===== src/rtl/nmi_seq_pkg.sv =====
package nmi_seq_pkg;

    localparam int PC_W   = 16;
    localparam int DATA_W = 8;
    localparam int SP_W   = 8;

    typedef enum logic [1:0] {
        OP_NONE = 2'd0,
        OP_JSR  = 2'd1,
        OP_RTS  = 2'd2,
        OP_RTI  = 2'd3
    } op_kind_e;

    // Declaration order is the step order within each sequence.
    typedef enum logic [4:0] {
        S_IDLE,
        S_N0, S_N1, S_N2, S_N3, S_N4, S_N5, S_N6,
        S_J0, S_J1, S_J2, S_J3, S_J4, S_J5,
        S_R0, S_R1, S_R2, S_R3, S_R4, S_R5,
        S_I0, S_I1, S_I2, S_I3, S_I4, S_I5
    } seq_state_e;

    typedef enum logic [1:0] {
        SP_HOLD,
        SP_DEC,
        SP_INC
    } sp_op_e;

    typedef struct packed {
        logic [PC_W-1:0]   addr;
        logic [DATA_W-1:0] wdata;
        logic              we;
        sp_op_e            sp_op;
    } bus_cmd_t;

    function automatic logic [PC_W-1:0] stack_addr(input logic [7:0] page,
                                                   input logic [SP_W-1:0] ptr);
        return {page, ptr};
    endfunction

endpackage


===== src/rtl/nmi_edge_latch.sv =====
module nmi_edge_latch (
    input  logic clk,
    input  logic rst,
    input  logic nmi_n,
    input  logic take,
    output logic pending
);
    logic nmi_q;
    logic fall;

    assign fall = nmi_q & ~nmi_n;

    always_ff @(posedge clk) begin
        if (rst) begin
            nmi_q   <= 1'b1;
            pending <= 1'b0;
        end else begin
            nmi_q <= nmi_n;
            if (fall)
                pending <= 1'b1;
            else if (take)
                pending <= 1'b0;
        end
    end
endmodule


===== src/rtl/nmi_stack_ptr.sv =====
module nmi_stack_ptr
    import nmi_seq_pkg::*;
#(
    parameter logic [SP_W-1:0] SP_RESET = 8'hFF
) (
    input  logic            clk,
    input  logic            rst,
    input  sp_op_e          sp_op,
    output logic [SP_W-1:0] sp,
    output logic [SP_W-1:0] sp_up
);
    assign sp_up = sp + 1'b1;

    always_ff @(posedge clk) begin
        if (rst) begin
            sp <= SP_RESET;
        end else begin
            unique case (sp_op)
                SP_DEC:  sp <= sp - 1'b1;
                SP_INC:  sp <= sp_up;
                default: sp <= sp;
            endcase
        end
    end
endmodule


===== src/rtl/nmi_seq_core.sv =====
module nmi_seq_core
    import nmi_seq_pkg::*;
#(
    parameter logic [7:0]      STACK_PAGE = 8'h01,
    parameter logic [PC_W-1:0] VEC_LO     = 16'hFFFA
) (
    input  logic              clk,
    input  logic              rst,
    input  logic              instr_done,
    input  op_kind_e          op_kind,
    input  logic [PC_W-1:0]   pc_in,
    input  logic [DATA_W-1:0] flags_in,
    input  logic [DATA_W-1:0] rdata,
    input  logic              pending,
    input  logic [SP_W-1:0]   sp,
    input  logic [SP_W-1:0]   sp_up,
    output bus_cmd_t          cmd,
    output logic              take,
    output logic              busy,
    output logic [PC_W-1:0]   pc_out,
    output logic              pc_valid,
    output logic [DATA_W-1:0] flags_out
);
    localparam logic [PC_W-1:0] VEC_HI = VEC_LO + 1'b1;

    seq_state_e        state, nxt;
    logic [PC_W-1:0]   cur_pc;
    logic [PC_W-1:0]   new_pc;
    logic [PC_W-1:0]   ret_addr;
    logic [DATA_W-1:0] tmp;
    logic              last;
    logic              idle_bnd;

    assign busy     = (state != S_IDLE);
    assign idle_bnd = (state == S_IDLE) && instr_done;
    assign take     = pending && (idle_bnd || last);
    assign ret_addr = cur_pc + 16'd2;

    // Bus command and end-of-sequence decode
    always_comb begin
        cmd.addr  = cur_pc;
        cmd.wdata = '0;
        cmd.we    = 1'b0;
        cmd.sp_op = SP_HOLD;
        last      = 1'b0;
        new_pc    = cur_pc;
        unique case (state)
            S_N2: begin
                cmd.addr = stack_addr(STACK_PAGE, sp); cmd.we = 1'b1;
                cmd.wdata = cur_pc[15:8]; cmd.sp_op = SP_DEC;
            end
            S_N3: begin
                cmd.addr = stack_addr(STACK_PAGE, sp); cmd.we = 1'b1;
                cmd.wdata = cur_pc[7:0]; cmd.sp_op = SP_DEC;
            end
            S_N4: begin
                cmd.addr = stack_addr(STACK_PAGE, sp); cmd.we = 1'b1;
                cmd.wdata = flags_in; cmd.sp_op = SP_DEC;
            end
            S_N5: cmd.addr = VEC_LO;
            S_N6: begin
                cmd.addr = VEC_HI;
                last     = 1'b1;
                new_pc   = {rdata, tmp};
            end
            S_J1: cmd.addr = cur_pc + 16'd1;
            S_J2, S_R1, S_I1: cmd.addr = stack_addr(STACK_PAGE, sp);
            S_J3: begin
                cmd.addr = stack_addr(STACK_PAGE, sp); cmd.we = 1'b1;
                cmd.wdata = ret_addr[15:8]; cmd.sp_op = SP_DEC;
            end
            S_J4: begin
                cmd.addr = stack_addr(STACK_PAGE, sp); cmd.we = 1'b1;
                cmd.wdata = ret_addr[7:0]; cmd.sp_op = SP_DEC;
            end
            S_J5: begin
                cmd.addr = ret_addr;
                last     = 1'b1;
                new_pc   = {rdata, tmp};
            end
            S_R2, S_R3, S_I2, S_I3, S_I4: begin
                cmd.addr  = stack_addr(STACK_PAGE, sp_up);
                cmd.sp_op = SP_INC;
            end
            S_R5: begin
                last   = 1'b1;
                new_pc = cur_pc + 16'd1;
            end
            S_I5: last = 1'b1;
            default: ;
        endcase
    end

    // Next state
    always_comb begin
        nxt = state;
        if (state == S_IDLE) begin
            if (instr_done) begin
                if (pending) begin
                    nxt = S_N0;
                end else begin
                    unique case (op_kind)
                        OP_JSR:  nxt = S_J0;
                        OP_RTS:  nxt = S_R0;
                        OP_RTI:  nxt = S_I0;
                        default: nxt = S_IDLE;
                    endcase
                end
            end
        end else if (last) begin
            nxt = pending ? S_N0 : S_IDLE;
        end else begin
            nxt = seq_state_e'(state + 5'd1);
        end
    end

    always_ff @(posedge clk) begin
        if (rst) begin
            state     <= S_IDLE;
            cur_pc    <= '0;
            tmp       <= '0;
            pc_out    <= '0;
            pc_valid  <= 1'b0;
            flags_out <= '0;
        end else begin
            state    <= nxt;
            pc_valid <= 1'b0;
            if (idle_bnd)
                cur_pc <= pc_in;
            unique case (state)
                S_N5, S_J1, S_R2, S_I3: tmp <= rdata;
                S_R3, S_I4:             cur_pc <= {rdata, tmp};
                S_I2:                   flags_out <= rdata;
                default: ;
            endcase
            if (last) begin
                pc_out   <= new_pc;
                cur_pc   <= new_pc;
                pc_valid <= !pending;
            end
        end
    end
endmodule


===== src/rtl/nmi_stack_seq.sv =====
module nmi_stack_seq
    import nmi_seq_pkg::*;
#(
    parameter logic [SP_W-1:0] SP_RESET   = 8'hFF,
    parameter logic [7:0]      STACK_PAGE = 8'h01,
    parameter logic [PC_W-1:0] VEC_LO     = 16'hFFFA
) (
    input  logic              clk,
    input  logic              rst,
    input  logic              nmi_n,
    input  logic              instr_done,
    input  logic [1:0]        op_kind,
    input  logic [PC_W-1:0]   pc_in,
    input  logic [DATA_W-1:0] flags_in,
    input  logic [DATA_W-1:0] mem_rdata,
    output logic [PC_W-1:0]   mem_addr,
    output logic [DATA_W-1:0] mem_wdata,
    output logic              mem_we,
    output logic [PC_W-1:0]   pc_out,
    output logic              pc_valid,
    output logic              busy,
    output logic [DATA_W-1:0] flags_out,
    output logic [SP_W-1:0]   sp_out
);
    logic            pending;
    logic            take;
    bus_cmd_t        cmd;
    logic [SP_W-1:0] sp_up;

    nmi_edge_latch u_latch (
        .clk     (clk),
        .rst     (rst),
        .nmi_n   (nmi_n),
        .take    (take),
        .pending (pending)
    );

    nmi_stack_ptr #(.SP_RESET(SP_RESET)) u_sp (
        .clk   (clk),
        .rst   (rst),
        .sp_op (cmd.sp_op),
        .sp    (sp_out),
        .sp_up (sp_up)
    );

    nmi_seq_core #(.STACK_PAGE(STACK_PAGE), .VEC_LO(VEC_LO)) u_core (
        .clk        (clk),
        .rst        (rst),
        .instr_done (instr_done),
        .op_kind    (op_kind_e'(op_kind)),
        .pc_in      (pc_in),
        .flags_in   (flags_in),
        .rdata      (mem_rdata),
        .pending    (pending),
        .sp         (sp_out),
        .sp_up      (sp_up),
        .cmd        (cmd),
        .take       (take),
        .busy       (busy),
        .pc_out     (pc_out),
        .pc_valid   (pc_valid),
        .flags_out  (flags_out)
    );

    assign mem_addr  = cmd.addr;
    assign mem_wdata = cmd.wdata;
    assign mem_we    = cmd.we;
endmodule


===== config.mk =====
export PLATFORM = sky130hd
export DESIGN_NAME = nmi_stack_seq
export DESIGN_NICKNAME = d
export VERILOG_FILES = /design/src/rtl/nmi_seq_pkg.sv /design/src/rtl/nmi_edge_latch.sv /design/src/rtl/nmi_stack_ptr.sv /design/src/rtl/nmi_seq_core.sv /design/src/rtl/nmi_stack_seq.sv
export SDC_FILE = /design/constraint.sdc
export NUM_CORES = 1
export LEC_CHECK = 0
export BUFFER_PORTS_ARGS = -buffer_cell sky130_fd_sc_hd__buf_2
export CORE_ASPECT_RATIO = 1.25
export CORE_MARGIN = 5
export CORE_UTILIZATION = 60
export CTS_CLUSTER_SIZE = 16
export DETAILED_ROUTE_END_ITERATION = 10
export PLACE_DENSITY = 0.86
export SLEW_MARGIN = 30
export SYNTH_ARGS = -nofsm -noshare
export SYNTH_HDL_FRONTEND = slang
export SYNTH_SLANG_ARGS = --single-unit

===== constraint.sdc =====
create_clock -name clk -period 6.1 [get_ports clk]
set_input_delay 1.22 -clock clk [delete_from_list [all_inputs] [get_ports clk]]
set_output_delay 1.22 -clock clk [all_outputs]
set_load 0.02 [all_outputs]

==> metrics.txt, run 1 <==
number of global-route vias before repair 5254; area of the multi-input gates 3290 um^2; hold wc startpoint u_core.pc_out[15]; Least-Margin Pin Slew 921 ps; DR DRC count 0; cell with the most instances after synthesis nand2_1; via count 5575; worst vdd ir 0.288 mV; Syn Std Cell Area 4880 um^2; hold slack final 462 ps; DR pass1 iterations 5; met2 Resource Use GR 51.9%; Die Y 111 um; clock sink count 64; syn_area_per_cell 7.21 um^2; CP endpoint kind output pin; Top FF cell, synth dfxtp_1; Synth area leaders dfxtp_1, nand2_1, nor2_1; met1 Usage GRT 41.1%; Synth Warn # 0; post-synthesis cell type count 73; post-synth top area cell dfxtp_1; RSZ-0062 raised after global routing false; Setup TNS Final 0 ps; Power Dens Cells 431 nW/um^2; global-route wire length before repair 27000 um; HPWL after detailed placement 12000 um; clk slew on worst S/H paths 70 ps; worst-case clock buffer depth 2; IO Pins 97; H-tree Lvls 3; startpoint types flop; CTS tree yes; number of flops mapped to enable cells by yosys 0; Post-CTS Setup Bufs 0; layout cells sized above 1 18.1%; CP max FO 13; Clock Latency Late Sink 360 ps; static leakage 2.22 nW; Num CTS Buffers 9; gr busiest metal met2; drt first-iter violations 627; WS Path Type reg2out; Final Critical Period 4490 ps; Seq cells post-synth 64; WL/cell 20.1 um; GR Overflow Total 0; met3 GRT Util 6.11%; Setup Skew 9.16 ps; Slew HR 38.2%; FF/Latch Area 1280 um^2; PortBufs 96; Final Net Count 782; Fmax 223 MHz; slowest CP cell o21ai_1; root buffer cell clkbuf_8; number of antenna violations at the first check in global routing 0; max-slew violation count 0; largest net degree at the start of global routing 47; Reg2Reg Launch Point u_core.state[0]; sequential fraction of the synthesis area 26.3%; worst endpoint data arrival time 3270 ps; full die area 10000 um^2; drt via density 6.71; Routability Congestion 0.972; Post-CTS Hold Fix Bufs 0; # Max-Cap Violations 0; antenna fix cells 0; Starting Density 61.9%; Area Growth Syn to Fin 11.9%; cts repair resizes 0; Yosys top cell area share 26.3%; CP cell instances inv_1 > ha_1 > or2_1 > o221ai_4 > nand3_4 > o21ai_1 > nor3_1 > nor3_1 > buf_2; total track usage 32.1%; DRT antenna net count 0; synth cell count leaders nand2_1, nor2_1, dfxtp_1; FP Rows 36; status complete, no violations; async set-reset flop share out of synthesis 0%; syn nets 728; Required @ worst endpoint 4880 ps; die width 90.7 um; Final setup viols 0; critical path startpoint u_core.state[0]; Final Hold Fails 0; # fillers 675; Core Area 7880 um^2; DRT Wirelength 16700 um; final worst-path cycle share 73.5%; CP most frequent cell nor3_1; Hold Crit Class reg2reg; Final Power 2.35 mW; CP max stage delay 750 ps; Synth Instances 677
-- placed cells by master, fill, tap and decap left out, types with 6 or more instances in the layout --
cell type,instances
and3_1,6
nand4_1,12
clkbuf_8,9
dfxtp_1,64
nor3_1,35
a221oi_1,9
o21ai_0,47
a2111oi_0,6
ha_1,13
nand2_1,81
a31oi_1,10
a22oi_1,7
buf_2,96
inv_1,19
a21oi_1,49
o221ai_1,6
nor4_1,9
xor2_1,13
xnor2_1,13
a21boi_0,6
o22ai_1,10
o21a_1,10
nand3_1,22
mux2i_1,13
nor2_1,76
-- logic make-up (layout without fill, tap and decap cells) --
kind of cell,count (synthesis),after routing,share of synthesized area (%)
adders and majority gates,13,13,3.33
buffers and inverters,75,134,6.69
DFF,64,64,26.3
AOI/OAI and AO/OA,207,207,28.8
xor gates and xnor gates,26,26,4.67
muxes,14,14,2.90
and+or+nand+nor,278,278,27.3
-- worst max-delay path, delay by kind of cell (launching register included) --
| kind | cells | cell delay (ps) |
|---|---|---|
| AOI/OAI and AO/OA | 2 | 1070 |
| DFF | 1 | 430 |
| adders and majority gates | 1 | 300 |
| buffers and inverters | 2 | 300 |
| and+or+nand+nor | 4 | 790 |
-- flip-flops by register name, indices dropped and copies added (netlist names) --
| signal | cells |
|---|---|
| u_core.cur_pc | 16 |
| u_core.flags_out | 8 |
| u_core.pc_out | 16 |
| u_core.pc_valid | 1 |
| u_core.state | 5 |
| u_core.tmp | 8 |
| u_latch.nmi_q | 1 |
| u_latch.pending | 1 |
| u_sp.sp | 8 |
-- metal layers --
| metal | wire length [um] | part of all wire (%) |
|---|---|---|
| met2 | 7990 | 48 |
| met5 | 0 | 0 |
| met1 | 6560 | 39 |
| met3 | 1550 | 9.3 |
| met4 | 583 | 3.5 |
-- where the power goes --
group | switching, mW | internal [mW] | leakage, nW | total [mW]
clock | 0.185 | 0.193 | 0.101 | 0.378
sequential | 0.196 | 0.489 | 0.520 | 0.685
combinational | 0.815 | 0.475 | 1.60 | 1.29
-- through the flow --
step	cell area (um^2)	std cells	worst slack, ps	utilization [%]
finish	5460	831	1610	69.3
global route	5460	831	1440	69.3
CTS	5450	831	1650	69.2
detailed placement	5250	815	2030	66.6
global placement	5250	815	2150	66.5
floorplan	4880	677	2500	-
-- area by class of cell --
class,count,share of cell area (%)
multi-input combinational,538,60.3
sequential,64,23.5
timing repair buffer,97,8.93
clock buffer,9,2.27
tap,95,2.18
inverter,21,1.49
clock inverter,7,1.42
-- path summary, 6_finish.rpt --
kind                                           to  slack [ps]  cells after the start
worst min-delay path            u_core.pc_out[15]         460                      1
worst max register to register   u_core.cur_pc[8]        2680                      6
worst max-delay path                 mem_addr[14]        1610                      9
worst min register to register  u_core.pc_out[15]         460                      1
Power figures use the tool's default switching activity.
==> inputs of run 2 (changes only) <==
Settings changed: CORE_UTILIZATION 60 to 56, PLACE_DENSITY 0.86 to 0.81.
Clock period 6.1 ns to 4.2 ns, I/O delays scaled along.
==> metrics.txt, run 2 (synthesis results as in run 1) <==
number of global-route vias before repair 5201 (-1.0%); CTS tree yes; Post-CTS Hold Fix Bufs 0 (unchanged); final worst-path cycle share 93.2%; PortBufs 96 (unchanged); Final Critical Period 3910 ps; CP cell instances inv_1 > o32a_1 > nand3_4 > or3_1 > nand2_1 > a221o_1 > buf_2; Fmax 255 MHz; startpoint types flop; CP max FO 19 (+6); cts repair resizes 0 (unchanged); total track usage 30.5% (-1.6 points); DRT Wirelength 16400 um (-1.7%); antenna fix cells 0 (unchanged); DR DRC count 0 (unchanged); largest net degree at the start of global routing 47 (unchanged); worst endpoint data arrival time 3070 ps (-200 ps); Top delay family on crit path flip-flops; IO Pins 97 (unchanged); most common cell after layout, fill and taps aside buf_2; Final setup viols 0 (unchanged); pre-CTS setup slack 714 ps (-1310 ps); Clock Latency Late Sink 350 ps (about the same); Power Dens Cells 618 nW/um^2 (+43%); Cell Area, Placed 5350 um^2 (+1.9%); hold slack final 457 ps (-4.95 ps); status complete, no violations; final worst setup slack 285 ps (-1330 ps); clk slew on worst S/H paths 80 ps (about the same); Post-CTS Setup Bufs 0 (unchanged); Routability Congestion 0.954 (-1.9%); DR pass1 iterations 5 (unchanged); CP endpoint kind output pin; static leakage 2.27 nW (+2.1%); FP Rows 38 (+5.6%); root buffer cell clkbuf_8; WL/cell 18.9 um (-5.6%); RSZ-0062 raised after global routing false; drt first-iter violations 514 (-18%); DRT antenna net count 0 (unchanged); Least-Margin Pin Slew 867 ps (-53.7 ps); Die Y 114 um (+3.2%); H-tree Lvls 3 (unchanged); Setup TNS Final 0 ps (unchanged); max-slew violation count 0 (unchanged); full die area 10700 um^2 (+6.4%); layout cells sized above 1 18.9% (+0.83 points); most frequent cells in the layout buf_2, nand2_1, nor2_1; Required @ worst endpoint 3360 ps (-1520 ps); Final Hold Fails 0 (unchanged); # fillers 795 (+18%); GR Overflow Total 0 (unchanged); Core Area 8610 um^2 (+9.2%); global-route wire length before repair 26000 um (-3.7%); clock sink count 64 (unchanged); Final Net Count 792 (+1.3%); number of antenna violations at the first check in global routing 0 (unchanged); Slew HR 42.1% (+3.9 points); die width 93.5 um (+3.1%); Hold Crit Class reg2reg; worst path bufs/invs 2 (unchanged); slowest CP cell dfxtp_1; worst-case clock buffer depth 2 (unchanged); Starting Density 56.7% (-5.2 points); CP max stage delay 780 ps (+30 ps); Final Power 3.43 mW (+46%); Num CTS Buffers 9 (unchanged); post-route cell area 5550 um^2 (+1.6%); Area Growth Syn to Fin 13.8%; Largest regs u_core.cur_pc (16), u_core.pc_out (16); HPWL after detailed placement 12100 um (+0.72%); WS Path Type reg2out; Setup Skew 11.9 ps (+2.73 ps); via count 5566 (-0.16%); # Max-Cap Violations 0 (unchanged); worst vdd ir 0.322 mV (+12%); drt via density 6.43 (-4.2%)
run 2: layout make-up:
class                      count  area (um^2)  area share, %
multi-input combinational    538         3280           59.0
sequential                    64         1280           23.1
timing repair buffer         107          563           10.1
tap                          120          150           2.70
clock buffer                   9          124           2.23
inverter                      21         81.3           1.46
clock inverter                 7         76.3           1.37
run 2: path summary, 6_finish.rpt:
| check | start | end | slack (ps) | cells past startpoint |
|---|---|---|---|---|
| setup reg to reg | u_core.state[0] | u_sp.sp[7] | 970 | 11 |
| hold / removal | u_core.flags_out[5] | u_core.flags_out[5] | 460 | 2 |
| setup / recovery | u_core.state[3] | mem_addr[0] | 290 | 7 |
| hold reg to reg | u_core.flags_out[5] | u_core.flags_out[5] | 460 | 2 |
run 2: metal layers:
layer | vias up | part of all wire, % | GRT usage [%]
met3 | 47 | 9.2 | 5.65
met2 | 307 | 48 | 51.9
li1 | 2599 | - | -
met1 | 2613 | 39 | 37.4
met5 | - | 0 | 0
met4 | 0 | 3.3 | 13.2
run 2: worst reg2reg max path, stage by stage, from the launching register on:
cell	delay, ps
dfxtp_1	430
inv_1	100
ha_1	280
or2_1	270
o221ai_4	320
inv_1	220
ha_1	370
or4_1	470
nor3_1	220
a2bb2oi_1	110
or3_1	310
nand3_1	80
run 2: through the flow:
| step | utilization, % | instances |
|---|---|---|
| 6_report | 64.5 | 866 |
| 2_1_floorplan | - | 677 |
| 4_1_cts | 64.5 | 866 |
| 3_5_place_dp | 62.2 | 850 |
| 3_3_place_gp | 62.2 | 850 |
| 5_1_grt | 64.5 | 866 |
run 2: power breakdown:
| group | internal [mW] | total, mW | switching (mW) |
|---|---|---|---|
| registers | 0.710 | 0.979 | 0.268 |
| logic | 0.718 | 1.90 | 1.19 |
| clock network | 0.279 | 0.548 | 0.269 |
| total | 1.71 | 3.43 | 1.72 |
==> inputs of run 3 (changes only) <==
Settings changed: CORE_ASPECT_RATIO 1.25 to 0.5, SKIP_LAST_GASP set to 1.
==> metrics.txt, run 3 (synthesis results as in run 1) <==
final worst setup slack 352 ps (+66.7 ps); full die area 10800 um^2 (+0.95%); Final Power 3.76 mW (+9.5%); r2r endpoint u_sp.sp[7]; Least-Margin Pin Slew 823 ps (-43.7 ps); layout cells sized above 1 18.5% (-0.35 points); root buffer cell clkbuf_16; Final Critical Period 3850 ps (-66.7 ps); number of antenna violations at the first check in global routing 0 (unchanged); worst-case clock buffer depth 2 (unchanged); CP cell instances nor2b_1 > and2_1 > or3_1 > nand2_1 > a221o_1 > buf_2; startpoint types flop; Setup Skew 9.56 ps (-2.33 ps); worst vdd ir 0.278 mV (-14%); Power Dens Cells 661 nW/um^2 (+7.0%); DR pass1 iterations 6 (+1); global-route wire length before repair 26500 um (+2.0%); static leakage 2.33 nW (+2.6%); hold slack final 457 ps (-0.422 ps); CTS tree yes; drt first-iter violations 727 (+41%); Fmax 260 MHz (+1.7%); most frequent cells in the layout buf_2, nand2_1, nor2_1; DRT antenna net count 0 (unchanged); die width 142 um (+52%); final worst-path cycle share 91.6% (-1.6 points); Clock Latency Late Sink 330 ps (-20 ps); cts repair resizes 0 (unchanged); clk slew on worst S/H paths 60 ps (-20 ps); hold depth 2 (unchanged); DP Cell Count 845 (-0.59%); Routability Congestion 0.998 (+4.6%); # Max-Cap Violations 0 (unchanged); Slew HR 45.0% (+2.9 points); number of global-route vias before repair 5010 (-3.7%); worst path bufs/invs 1 (-1); CP max stage delay 850 ps (+70 ps); reg2reg path depth 10 (-1); total track usage 29.8% (-0.70 points); # fillers 773 (-2.8%); max-slew violation count 0 (unchanged); Die Y 76.0 um (-34%); WL/cell 18.9 um (about the same); GR Overflow Total 0 (unchanged); most common cell after layout, fill and taps aside buf_2; CP max FO 23 (+4); WS Path Type reg2out; Setup TNS Final 0 ps (unchanged); clock sink count 64 (unchanged); Hold Path End u_core.flags_out[6]; Top delay family on crit path simple AND/OR/NAND/NOR gates; H-tree Lvls 3 (unchanged); DR DRC count 0 (unchanged); status complete, no violations; Final Net Count 790 (-0.25%); IO Pins 97 (unchanged); antenna fix cells 0 (unchanged); Post-CTS Hold Fix Bufs 0 (unchanged); Core Area 8590 um^2 (-0.20%); Num CTS Buffers 9 (unchanged); DRT Wirelength 16300 um (-0.59%); HPWL after detailed placement 11800 um (-2.3%); Required @ worst endpoint 3360 ps (about the same); Hold Crit Class reg2reg; FP Rows 24 (-37%); Finished Layout Cells 861 (-0.58%); Post-CTS Setup Bufs 0 (unchanged); critical path startpoint u_core.state[2]; worst endpoint data arrival time 3010 ps (-60 ps); reg-to-reg setup timing slack 880 ps (-90 ps); FF/Latch Area 1280 um^2 (unchanged); area of the multi-input gates 3270 um^2 (-0.11%); hold wc startpoint u_core.flags_out[6]; Largest regs u_core.cur_pc (16), u_core.pc_out (16); via count 5524 (-0.75%); RSZ-0062 raised after global routing false; Reg2Reg Launch Point u_core.state[0]; drt via density 6.42 (-0.18%); Starting Density 56.8% (+0.12 points); largest net degree at the start of global routing 47 (unchanged); slowest CP cell dfxtp_1; pre-CTS setup slack 719 ps (+5.10 ps); PortBufs 96 (unchanged); Final setup viols 0 (unchanged); Final Hold Fails 0 (unchanged); Area Growth Syn to Fin 16.5%; CP endpoint kind output pin
[run 3: changes by cell type in the layout (fill, tap and decap cells not counted), sizes merged]
cell    previous run  this run
bufinv             1         3
inv               24        22
clkbuf             9        10
buf              107       105
clkinv             1         0
[run 3: report_power, final]
group | total, mW | switching [mW] | internal (mW)
Clock | 0.892 | 0.294 | 0.598
Sequential | 0.989 | 0.277 | 0.712
Combinational | 1.88 | 1.17 | 0.709
[run 3: layer usage]
| metal | GRT usage, % | up-vias | share of wire [%] |
|---|---|---|---|
| met2 | 43.8 | 346 | 43 |
| met1 | 42.9 | 2540 | 43 |
| met4 | 6.51 | 0 | 1.1 |
| met3 | 8.84 | 25 | 12 |
| met5 | 0 | - | 0 |
| li1 | - | 2613 | - |
[run 3: worst max-delay path by stage]
stage | to | cells past startpoint
floorplan | mem_addr[12] | 9
global placement | mem_addr[7] | 7
detailed placement | mem_addr[13] | 9
CTS | mem_addr[13] | 9
global route | mem_addr[0] | 6
finish | mem_addr[0] | 6
[run 3: stage by stage]
stage	area (um^2)	utilization (%)
after global routing	5680	66.2
final	5680	66.2
after detailed placement	5330	62.0
after floorplan	4880	-
after global placement	5330	62.0
after CTS	5680	66.2
[run 3: area by class of cell]
| cell class | count | area share [%] |
|---|---|---|
| clock inverter | 6 | 2.00 |
| tap | 117 | 2.58 |
| sequential | 64 | 22.5 |
| inverter | 21 | 1.43 |
| multi-input combinational | 538 | 57.6 |
| timing repair buffer | 105 | 9.64 |
| clock buffer | 10 | 4.21 |
[run 3: worst min-delay path: stages (launching register included)]
cell,delay (ps)
dfxtp_1,310
nand2_1,50
a21oi_1,50
